### src/rtl/mdio_pkg.sv
package mdio_pkg;
    localparam int ADDR_W      = 5;
    localparam int WORD_W      = 16;
    localparam int CTL_BUSY    = 0;
    localparam int CTL_DIR     = 1;
    localparam int CTL_REG_LSB = 6;
    localparam int CTL_PHY_LSB = 11;

    typedef struct packed {
        logic [ADDR_W-1:0] phy;
        logic [ADDR_W-1:0] regi;
        logic              wr;
    } mdio_cmd_t;
endpackage

### src/rtl/mdio_clkdiv.sv
module mdio_clkdiv #(
    parameter int HALF = 4
) (
    input  logic clk,
    input  logic rst_n,
    input  logic run,
    output logic mdc,
    output logic rise_tick,
    output logic fall_tick
);
    localparam int CNT_W = (HALF > 1) ? $clog2(HALF) : 1;

    typedef struct packed {
        logic [CNT_W-1:0] cnt;
        logic             mdc;
    } div_t;

    div_t st_d, st_q;
    logic tick;

    always_comb begin
        st_d = st_q;
        tick = run && (st_q.cnt == CNT_W'(HALF - 1));
        if (!run) begin
            st_d = '0;
        end else if (tick) begin
            st_d.cnt = '0;
            st_d.mdc = ~st_q.mdc;
        end else begin
            st_d.cnt = st_q.cnt + 1'b1;
        end
    end

    always_ff @(posedge clk or negedge rst_n) begin
        if (!rst_n) st_q <= '0;
        else        st_q <= st_d;
    end

    assign mdc       = st_q.mdc;
    assign rise_tick = tick & ~st_q.mdc;
    assign fall_tick = tick & st_q.mdc;

    // between ticks the clock level holds
    a_r4_mdc_holds: assert property (@(posedge clk) disable iff (!rst_n)
        (run && !rise_tick && !fall_tick) |=> $stable(mdc));
    // clock parks low once the run request drops
    a_r4_idle_low: assert property (@(posedge clk) disable iff (!rst_n)
        !run |=> !mdc);
endmodule

### src/rtl/mdio_regs.sv
module mdio_regs
    import mdio_pkg::*;
(
    input  logic        clk,
    input  logic        rst_n,
    input  logic        bus_addr,
    input  logic        bus_we,
    input  logic [31:0] bus_wdata,
    output logic [31:0] bus_rdata,
    input  logic        busy,
    input  logic        rd_valid,
    input  logic [WORD_W-1:0] rd_data,
    output logic        start,
    output mdio_cmd_t   cmd_new,
    output logic [WORD_W-1:0] wr_word
);
    typedef struct packed {
        mdio_cmd_t   cmd;
        logic [31:0] data;
    } regs_t;

    regs_t st_d, st_q;

    always_comb begin
        cmd_new.phy  = bus_wdata[CTL_PHY_LSB +: ADDR_W];
        cmd_new.regi = bus_wdata[CTL_REG_LSB +: ADDR_W];
        cmd_new.wr   = bus_wdata[CTL_DIR];
        start        = bus_we && !bus_addr && !busy;

        st_d = st_q;
        if (start) st_d.cmd = cmd_new;
        if (rd_valid)
            st_d.data = {16'h0000, rd_data};
        else if (bus_we && bus_addr)
            st_d.data = bus_wdata;
    end

    always_ff @(posedge clk or negedge rst_n) begin
        if (!rst_n) st_q <= '0;
        else        st_q <= st_d;
    end

    always_comb begin
        bus_rdata = '0;
        if (bus_addr) begin
            bus_rdata = st_q.data;
        end else begin
            bus_rdata[CTL_PHY_LSB +: ADDR_W] = st_q.cmd.phy;
            bus_rdata[CTL_REG_LSB +: ADDR_W] = st_q.cmd.regi;
            bus_rdata[CTL_DIR]               = st_q.cmd.wr;
            bus_rdata[CTL_BUSY]              = busy;
        end
    end

    assign wr_word = st_q.data[WORD_W-1:0];

    // a command write during a frame leaves the command fields alone
    a_r9_ignore_busy: assert property (@(posedge clk) disable iff (!rst_n)
        (busy && bus_we && !bus_addr) |=> $stable(st_q.cmd));
    // the captured word lands with the upper half cleared
    a_r7_upper_clear: assert property (@(posedge clk) disable iff (!rst_n)
        rd_valid |=> (st_q.data[31:16] == 16'h0000));
endmodule

### src/rtl/mdio_shifter.sv
module mdio_shifter
    import mdio_pkg::*;
#(
    parameter int PREAMBLE_BITS = 32
) (
    input  logic       clk,
    input  logic       rst_n,
    input  logic       start,
    input  mdio_cmd_t  cmd,
    input  logic [WORD_W-1:0] wr_word,
    input  logic       rise_tick,
    input  logic       fall_tick,
    input  logic       mdio_i,
    output logic       busy,
    output logic       done,
    output logic       rd_valid,
    output logic [WORD_W-1:0] rd_data,
    output logic       mdio_o,
    output logic       mdio_oe
);
    localparam int FRAME   = PREAMBLE_BITS + 32;
    localparam int IDX_W   = $clog2(FRAME);
    localparam int RELEASE = PREAMBLE_BITS + 14;
    localparam int CAPTURE = PREAMBLE_BITS + 16;

    typedef struct packed {
        logic              busy;
        logic              wr;
        logic [IDX_W-1:0]  bitn;
        logic [FRAME-1:0]  frame;
        logic [WORD_W-1:0] rsh;
    } shf_t;

    shf_t st_d, st_q;
    logic [1:0] op, ta;
    logic [WORD_W-1:0] payload;
    logic last;

    always_comb begin
        op      = cmd.wr ? 2'b01 : 2'b10;
        ta      = cmd.wr ? 2'b10 : 2'b00;
        payload = cmd.wr ? wr_word : '0;
        last    = (st_q.bitn == IDX_W'(FRAME - 1));
        done    = st_q.busy && fall_tick && last;

        st_d = st_q;
        if (start && !st_q.busy) begin
            st_d.busy  = 1'b1;
            st_d.wr    = cmd.wr;
            st_d.bitn  = '0;
            st_d.frame = {{PREAMBLE_BITS{1'b1}}, 2'b01, op, cmd.phy, cmd.regi, ta, payload};
            st_d.rsh   = '0;
        end else if (st_q.busy) begin
            if (rise_tick && !st_q.wr && (st_q.bitn >= IDX_W'(CAPTURE)))
                st_d.rsh = {st_q.rsh[WORD_W-2:0], mdio_i};
            if (fall_tick) begin
                if (last) begin
                    st_d.busy = 1'b0;
                end else begin
                    st_d.bitn  = st_q.bitn + 1'b1;
                    st_d.frame = {st_q.frame[FRAME-2:0], 1'b0};
                end
            end
        end
    end

    always_ff @(posedge clk or negedge rst_n) begin
        if (!rst_n) st_q <= '0;
        else        st_q <= st_d;
    end

    assign busy     = st_q.busy;
    assign rd_valid = done & ~st_q.wr;
    assign rd_data  = st_q.rsh;
    assign mdio_o   = st_q.busy & st_q.frame[FRAME-1];
    assign mdio_oe  = st_q.busy & (st_q.wr | (st_q.bitn < IDX_W'(RELEASE)));

    // first preamble bit is a driven one
    a_r5_preamble_first: assert property (@(posedge clk) disable iff (!rst_n)
        $rose(busy) |-> (mdio_oe && mdio_o));
    // the data line only moves at a falling clock tick
    a_r5_change_on_fall: assert property (@(posedge clk) disable iff (!rst_n)
        (busy && !fall_tick) |=> $stable(mdio_o));
    // a start request while idle raises busy
    a_r3_start_sets_busy: assert property (@(posedge clk) disable iff (!rst_n)
        (start && !busy) |=> busy);
endmodule

### src/rtl/mdio_reg_bridge.sv
module mdio_reg_bridge
    import mdio_pkg::*;
#(
    parameter int MDC_HALF      = 4,
    parameter int PREAMBLE_BITS = 32
) (
    input  logic        clk,
    input  logic        rst_n,
    input  logic        bus_addr,
    input  logic        bus_we,
    input  logic [31:0] bus_wdata,
    output logic [31:0] bus_rdata,
    output logic        mdc,
    input  logic        mdio_i,
    output logic        mdio_o,
    output logic        mdio_oe
);
    localparam int FRAME_CYC = (PREAMBLE_BITS + 32) * 2 * MDC_HALF;
    localparam int CHK_W     = $clog2(FRAME_CYC + 1);

    logic busy, done, rd_valid, start, rise_tick, fall_tick;
    logic [WORD_W-1:0] rd_data, wr_word;
    mdio_cmd_t cmd_new;

    mdio_regs u_regs (
        .clk(clk), .rst_n(rst_n),
        .bus_addr(bus_addr), .bus_we(bus_we), .bus_wdata(bus_wdata), .bus_rdata(bus_rdata),
        .busy(busy), .rd_valid(rd_valid), .rd_data(rd_data),
        .start(start), .cmd_new(cmd_new), .wr_word(wr_word)
    );

    mdio_clkdiv #(.HALF(MDC_HALF)) u_div (
        .clk(clk), .rst_n(rst_n), .run(busy),
        .mdc(mdc), .rise_tick(rise_tick), .fall_tick(fall_tick)
    );

    mdio_shifter #(.PREAMBLE_BITS(PREAMBLE_BITS)) u_shf (
        .clk(clk), .rst_n(rst_n), .start(start), .cmd(cmd_new), .wr_word(wr_word),
        .rise_tick(rise_tick), .fall_tick(fall_tick), .mdio_i(mdio_i),
        .busy(busy), .done(done), .rd_valid(rd_valid), .rd_data(rd_data),
        .mdio_o(mdio_o), .mdio_oe(mdio_oe)
    );

    // checker counter: cycles spent busy
    logic [CHK_W-1:0] chk_cnt_q;
    always_ff @(posedge clk or negedge rst_n) begin
        if (!rst_n)     chk_cnt_q <= '0;
        else if (!busy) chk_cnt_q <= '0;
        else            chk_cnt_q <= chk_cnt_q + 1'b1;
    end

    // frame length in system cycles
    a_r8_frame_length: assert property (@(posedge clk) disable iff (!rst_n)
        done |-> (chk_cnt_q == CHK_W'(FRAME_CYC - 1)));
    // clock low whenever idle
    a_r4_mdc_idle: assert property (@(posedge clk) disable iff (!rst_n)
        !busy |-> !mdc);
    // line released whenever idle
    a_r8_oe_idle: assert property (@(posedge clk) disable iff (!rst_n)
        !busy |-> !mdio_oe);
endmodule

### config.mk
export PLATFORM = sky130hd
export DESIGN_NAME = mdio_reg_bridge
export DESIGN_NICKNAME = d
export VERILOG_FILES = /design/src/rtl/mdio_pkg.sv /design/src/rtl/mdio_clkdiv.sv /design/src/rtl/mdio_regs.sv /design/src/rtl/mdio_shifter.sv /design/src/rtl/mdio_reg_bridge.sv
export SDC_FILE = /design/constraint.sdc
export NUM_CORES = 1
export LEC_CHECK = 0
export ABC_AREA = 0
export BUFFER_PORTS_ARGS = -buffer_cell sky130_fd_sc_hd__buf_2
export CAP_MARGIN = 20
export CORE_MARGIN = 2
export CORE_UTILIZATION = 25
export DETAILED_ROUTE_END_ITERATION = 10
export GPL_ROUTABILITY_DRIVEN = 0
export PLACE_DENSITY_LB_ADDON = 0.2
export SLEW_MARGIN = 20
export SYNTH_ARGS = -nofsm -noshare
export SYNTH_HDL_FRONTEND = slang
export SYNTH_SLANG_ARGS = --single-unit
### constraint.sdc
create_clock -name clk -period 3.75 [get_ports clk]
set_input_delay 0.75 -clock clk [delete_from_list [all_inputs] [get_ports clk]]
set_output_delay 0.75 -clock clk [all_outputs]
set_load 0.1 [all_outputs]
# Word-level counts from Yosys, hierarchy flattened
# Index checks and enable logic that the tools add are counted.
# word_totals
ramBits	0
n_memories	0
input_bits	37
latch_bits	0
reg_bits	134
romBits	0
# classes
bitwise_logic	8
n_shift	0
n_eq_ne	4
div_mod_pow	0
magnitude_cmp	2
n_reduce_logical	18
muxes	21
add_sub_neg	2
multipliers	0
# ops
cell	count
86-bit 2-to-1 mux	2
70-bit 2-to-1 mux	2
32-bit 2-to-1 mux	2
16-bit 2-to-1 mux	3
10-bit 2-to-1 mux	1
1-bit logical AND	9
2-bit 2-to-1 mux	4
2-bit nonzero test	4
6-bit by 1-bit adder with 6-bit output (second input constant)	1
6-bit == test (second input constant)	1
6-bit >= comparator (second input constant)	1
6-bit less-than comparator (second input constant)	1
1-bit AND	5
1-bit 2-to-1 mux	5
4-bit 2-to-1 mux	1
2-bit != test (second input constant)	2
1-bit zero test	3
3-bit 2-to-1 mux	1
3-bit AND reduction	1
2-bit by 1-bit adder with 2-bit output (second input constant)	1
2-bit == test (second input constant)	1
1-bit NOT	2
2-bit AND reduction	1
1-bit bitwise OR	1

# Longest topological paths before layout
# logic_depth
word_depth	8
depth_mapped	7
ltp_nobuf	5

# Hierarchy
# A second synthesis with hierarchy kept.
# hier_totals
hier_cells	673
area_unflattened_um2	6483.7
# by_module_without_submodules
module	seq_area_each_um2	cells_per_inst	area_per_inst_um2	n_inst
mdio_shifter	2202.1	412	3826.2	1
mdio_regs	1076.0	250	2522.4	1
mdio_clkdiv	75.1	11	135.1	1

# Worst setup path before layout
# No wires, ideal clock.
# synth_path
kind	input port to output port
from	input port bus_addr
to	output port bus_rdata[16]
t_arrival_ps	1872
required_ps	3000
stages	3
n_path_buf	2
slack_ps	1128
cell_sequence	buf_2 -> clkbuf_1 -> and2_1
# synth_between
elab_chain_cells	1
# synth_lines
item	line_no	rtl
from (decl)	mdio_reg_bridge.sv:9	input logic bus_addr,
16-bit 2-to-1 mux	mdio_regs.sv:45	if (bus_addr) begin
to (decl)	mdio_reg_bridge.sv:12	output logic [31:0] bus_rdata,
# Every way passes these cells.

# Final worst setup path
# layout_path
from	input port bus_addr
to	output port bus_rdata[15]
# layout_between
elab_chain_cells	1
# layout_lines
item	line_no
10-bit 2-to-1 mux	mdio_regs.sv:45
# Every way passes these cells.

==> impl_metrics.yaml <==
run_status:
  status: "finished clean"
timing:
  fin_crit_sh: 0.726
  rsz0062_at_grt: "false"
  fmax_mhz: 368
  tightest_slew_ps: 799
  skew_ps: 7.39
  slew_headroom: 0.467
  drv_slew: 0
  fin_setup_tns_ps: 0
  finalSetupViolCount: 0
  finalHoldViolations: 0
  fin_ws_ps: 1030
  period_needed_ps: 2720
layout:
  layout_common_cells: "nand2_1 (218), dfrtp_1 (133), nand3_1 (100), buf_2 (70), o21ai_0 (31)"
  area_delta_synth_final_pct: 22.9
  insertedDiodeCount: 0
  fillers: 2399
  drive_gt1_frac: 0.185
  final_common_cell: "nand2_1"
  nets: 740
  instances_no_fill: 1027
  final_core_util: 0.316
cts:
  numCtsBuffers: 17
  cts_tree: "done"
  cts-root-buf: "clkbuf_16"
  cts_hold_buf: 0
  htree_levels: 4
  insertion_delay_ps: 420
  clkTransAtPathRegs_ps: 60
  clock-sinks: 133
  clk_path_buf_depth: 2
  postCtsSetupRepairBufs: 0
  cts_resized: 0
worst_setup_path:
  path_class: "primary input to primary output"
  timing.rr.start: "u_shf.st_q[80]"
  critical_path.max_stage_delay_ps: 480
  cp.arrival_ps: 1970
  cp_cell_sequence: "buf_2, mux2_2, buf_2"
  end_kind: "primary output"
  r2r_slack_ps: 1520
  r2r-end: "u_shf.st_q[33]"
  crit_buf_inv: 2
  cp.required_ps: 3000
  critPathMostFrequentCell: "buf_2"
  rr_worst_depth: 6
  cp_slowest_cell: "buf_2"
  startpoint_type: "primary input"
  worstPathMaxFanout: 35
  crit_family: "buffers and inverters"
grt:
  met1_usage: 0.173
  grt_antenna_before_repair: 0
  top_usage_layer: "met2"
  gr-usage-met2: 0.194
  overflow: 0
  gr-usage-all-layers: 0.125
  grt_max_degree: 78
  use_met3: 0.0308
  grt_pass1_vias: 4457
  grt_pass1_wl_um: 24100
detailed_routing:
  postRouteAntennaNets: 0
  dr_total_vias: 4575
  wl_um: 14500
  firstDrtPassIters: 7
  routed_via_density: 4.45
  drc: 0
  drt_iter0_drc: 359
  wl_per_cell_um: 14.2
place:
  port_buffers: 71
  placed_cells: 995
  dp_hpwl_um: 9020
  dp_slack_ps: 992
synthesis:
  synthSimpleGateAreaFrac: 0.270
  synth_cells: 646
  synthAdderAreaFrac: 0.00428
  yosys_register_bits: 133
  synth_warnings: 0
  synth-xor-area-share: 0.00449
  yosysUniqueCellTypes: 30
  synth_area_leaders: "dfrtp_1 (57%), nand2_1 (14%), nand3_1 (8.6%), mux2i_1 (2.9%), and2_1 (2.7%)"
  yosysTopAreaCellShare: 0.569
  synth-compound-area-share: 0.0633
  syn_area_um2: 5850
  syn_area_per_cell_um2: 9.06
  synth_top_area_cell: "dfrtp_1"
  muxShareOfSynthArea: 0.0522
  seq_area_frac_synth: 0.569
  syn-num-nets: 685
  synth_top_family_by_area: "simple AND/OR/NAND/NOR gates"
floorplanning:
  start_util: 0.257
  die_area_um2: 24600
  fp.dieW_um: 157
  coreArea_um2: 22800
  placementRows: 55
  io-pin-count: 72
  die-height_um: 157
power_and_ir_drop:
  max-vdd-ir-drop_mv: 0.291
  leakage_nw: 3.39
  p_per_area_nw_per_um2: 775
min_path:
  hold_path_class: "primary input to async pin"
run:
  max_cap_viol_count: 0
-- metrics by stage --
stage / hold WS (ps) / power, mW / cell area (um^2)
after detailed placement: 440 / 3.75 / 6530
after global placement: 438 / 3.74 / 6530
after global routing: 431 / 5.92 / 7190
after floorplan: 416 / 3.41 / 5850
final: 358 / 5.57 / 7190
after CTS: 391 / 5.64 / 7190
-- area by class of cell --
type	instances	area [um^2]	area share
flip-flops and latches	133	3330	0.463
multi-input cells	464	2340	0.326
repair buffers	83	464	0.0646
clock buffers	20	457	0.0635
well taps	313	392	0.0545
clock inverters	12	200	0.0278
inverters	2	7.51	0.00104
-- layer usage --
| layer | share of wire | routed length (um) |
|---|---|---|
| met5 | 0 | 0 |
| met4 | 0.011 | 156 |
| met3 | 0.044 | 642 |
| met2 | 0.46 | 6720 |
| met1 | 0.48 | 7020 |
-- sequential cells by signal, indices dropped and copies added (netlist names) --
name / flops
u_regs.st_q: 27
u_shf.busy: 1
u_shf.st_q: 70
u_shf.rd_data: 16
u_div.st_q: 2
u_regs.wr_word: 16
u_div.mdc: 1
-- cells in the mapped netlist (all sizes together) --
| cell | number |
|---|---|
| clkbuf | 23 |
| nor3b | 1 |
| or4 | 1 |
| nor4 | 2 |
| buf | 24 |
| nand2 | 219 |
| xor2 | 1 |
| dfrtp | 133 |
| o21ai | 32 |
| o31a | 1 |
| a21o | 2 |
| and2 | 25 |
| ha | 2 |
| nor2 | 6 |
| a211oi | 2 |
| o31ai | 2 |
| mux2i | 17 |
| nand2b | 1 |
| a31oi | 1 |
| inv | 2 |
| and3 | 3 |
| mux2 | 12 |
| nand3 | 101 |
| xnor2 | 2 |
| a21oi | 30 |
| nor3 | 1 |
-- how the worst max path moves through the flow --
stage / startpoint / cells past startpoint / end
after CTS: bus_addr / 3 / bus_rdata[15]
after global placement: bus_addr / 3 / bus_rdata[15]
final: bus_addr / 3 / bus_rdata[15]
after floorplan: bus_addr / 3 / bus_rdata[16]
after detailed placement: bus_addr / 3 / bus_rdata[15]
after global routing: bus_addr / 3 / bus_rdata[15]
-- power breakdown --
group | internal, mW | switching, mW | total [mW] | leakage [nW]
registers | 1.96 | 0.344 | 2.31 | 1.60
logic | 0.435 | 0.966 | 1.40 | 1.47
clock network | 1.22 | 0.646 | 1.86 | 0.313
-- cell families (layout without fill, tap and decap cells) --
logic type | Yosys count | after routing
buffers and inverters | 49 | 117
xor gates and xnor gates | 3 | 3
adders and majority gates | 2 | 2
muxes | 29 | 29
AOI/OAI and AO/OA | 70 | 70
and+or+nand+nor | 360 | 360
DFF | 133 | 133
(Power assumes the default switching activity.)
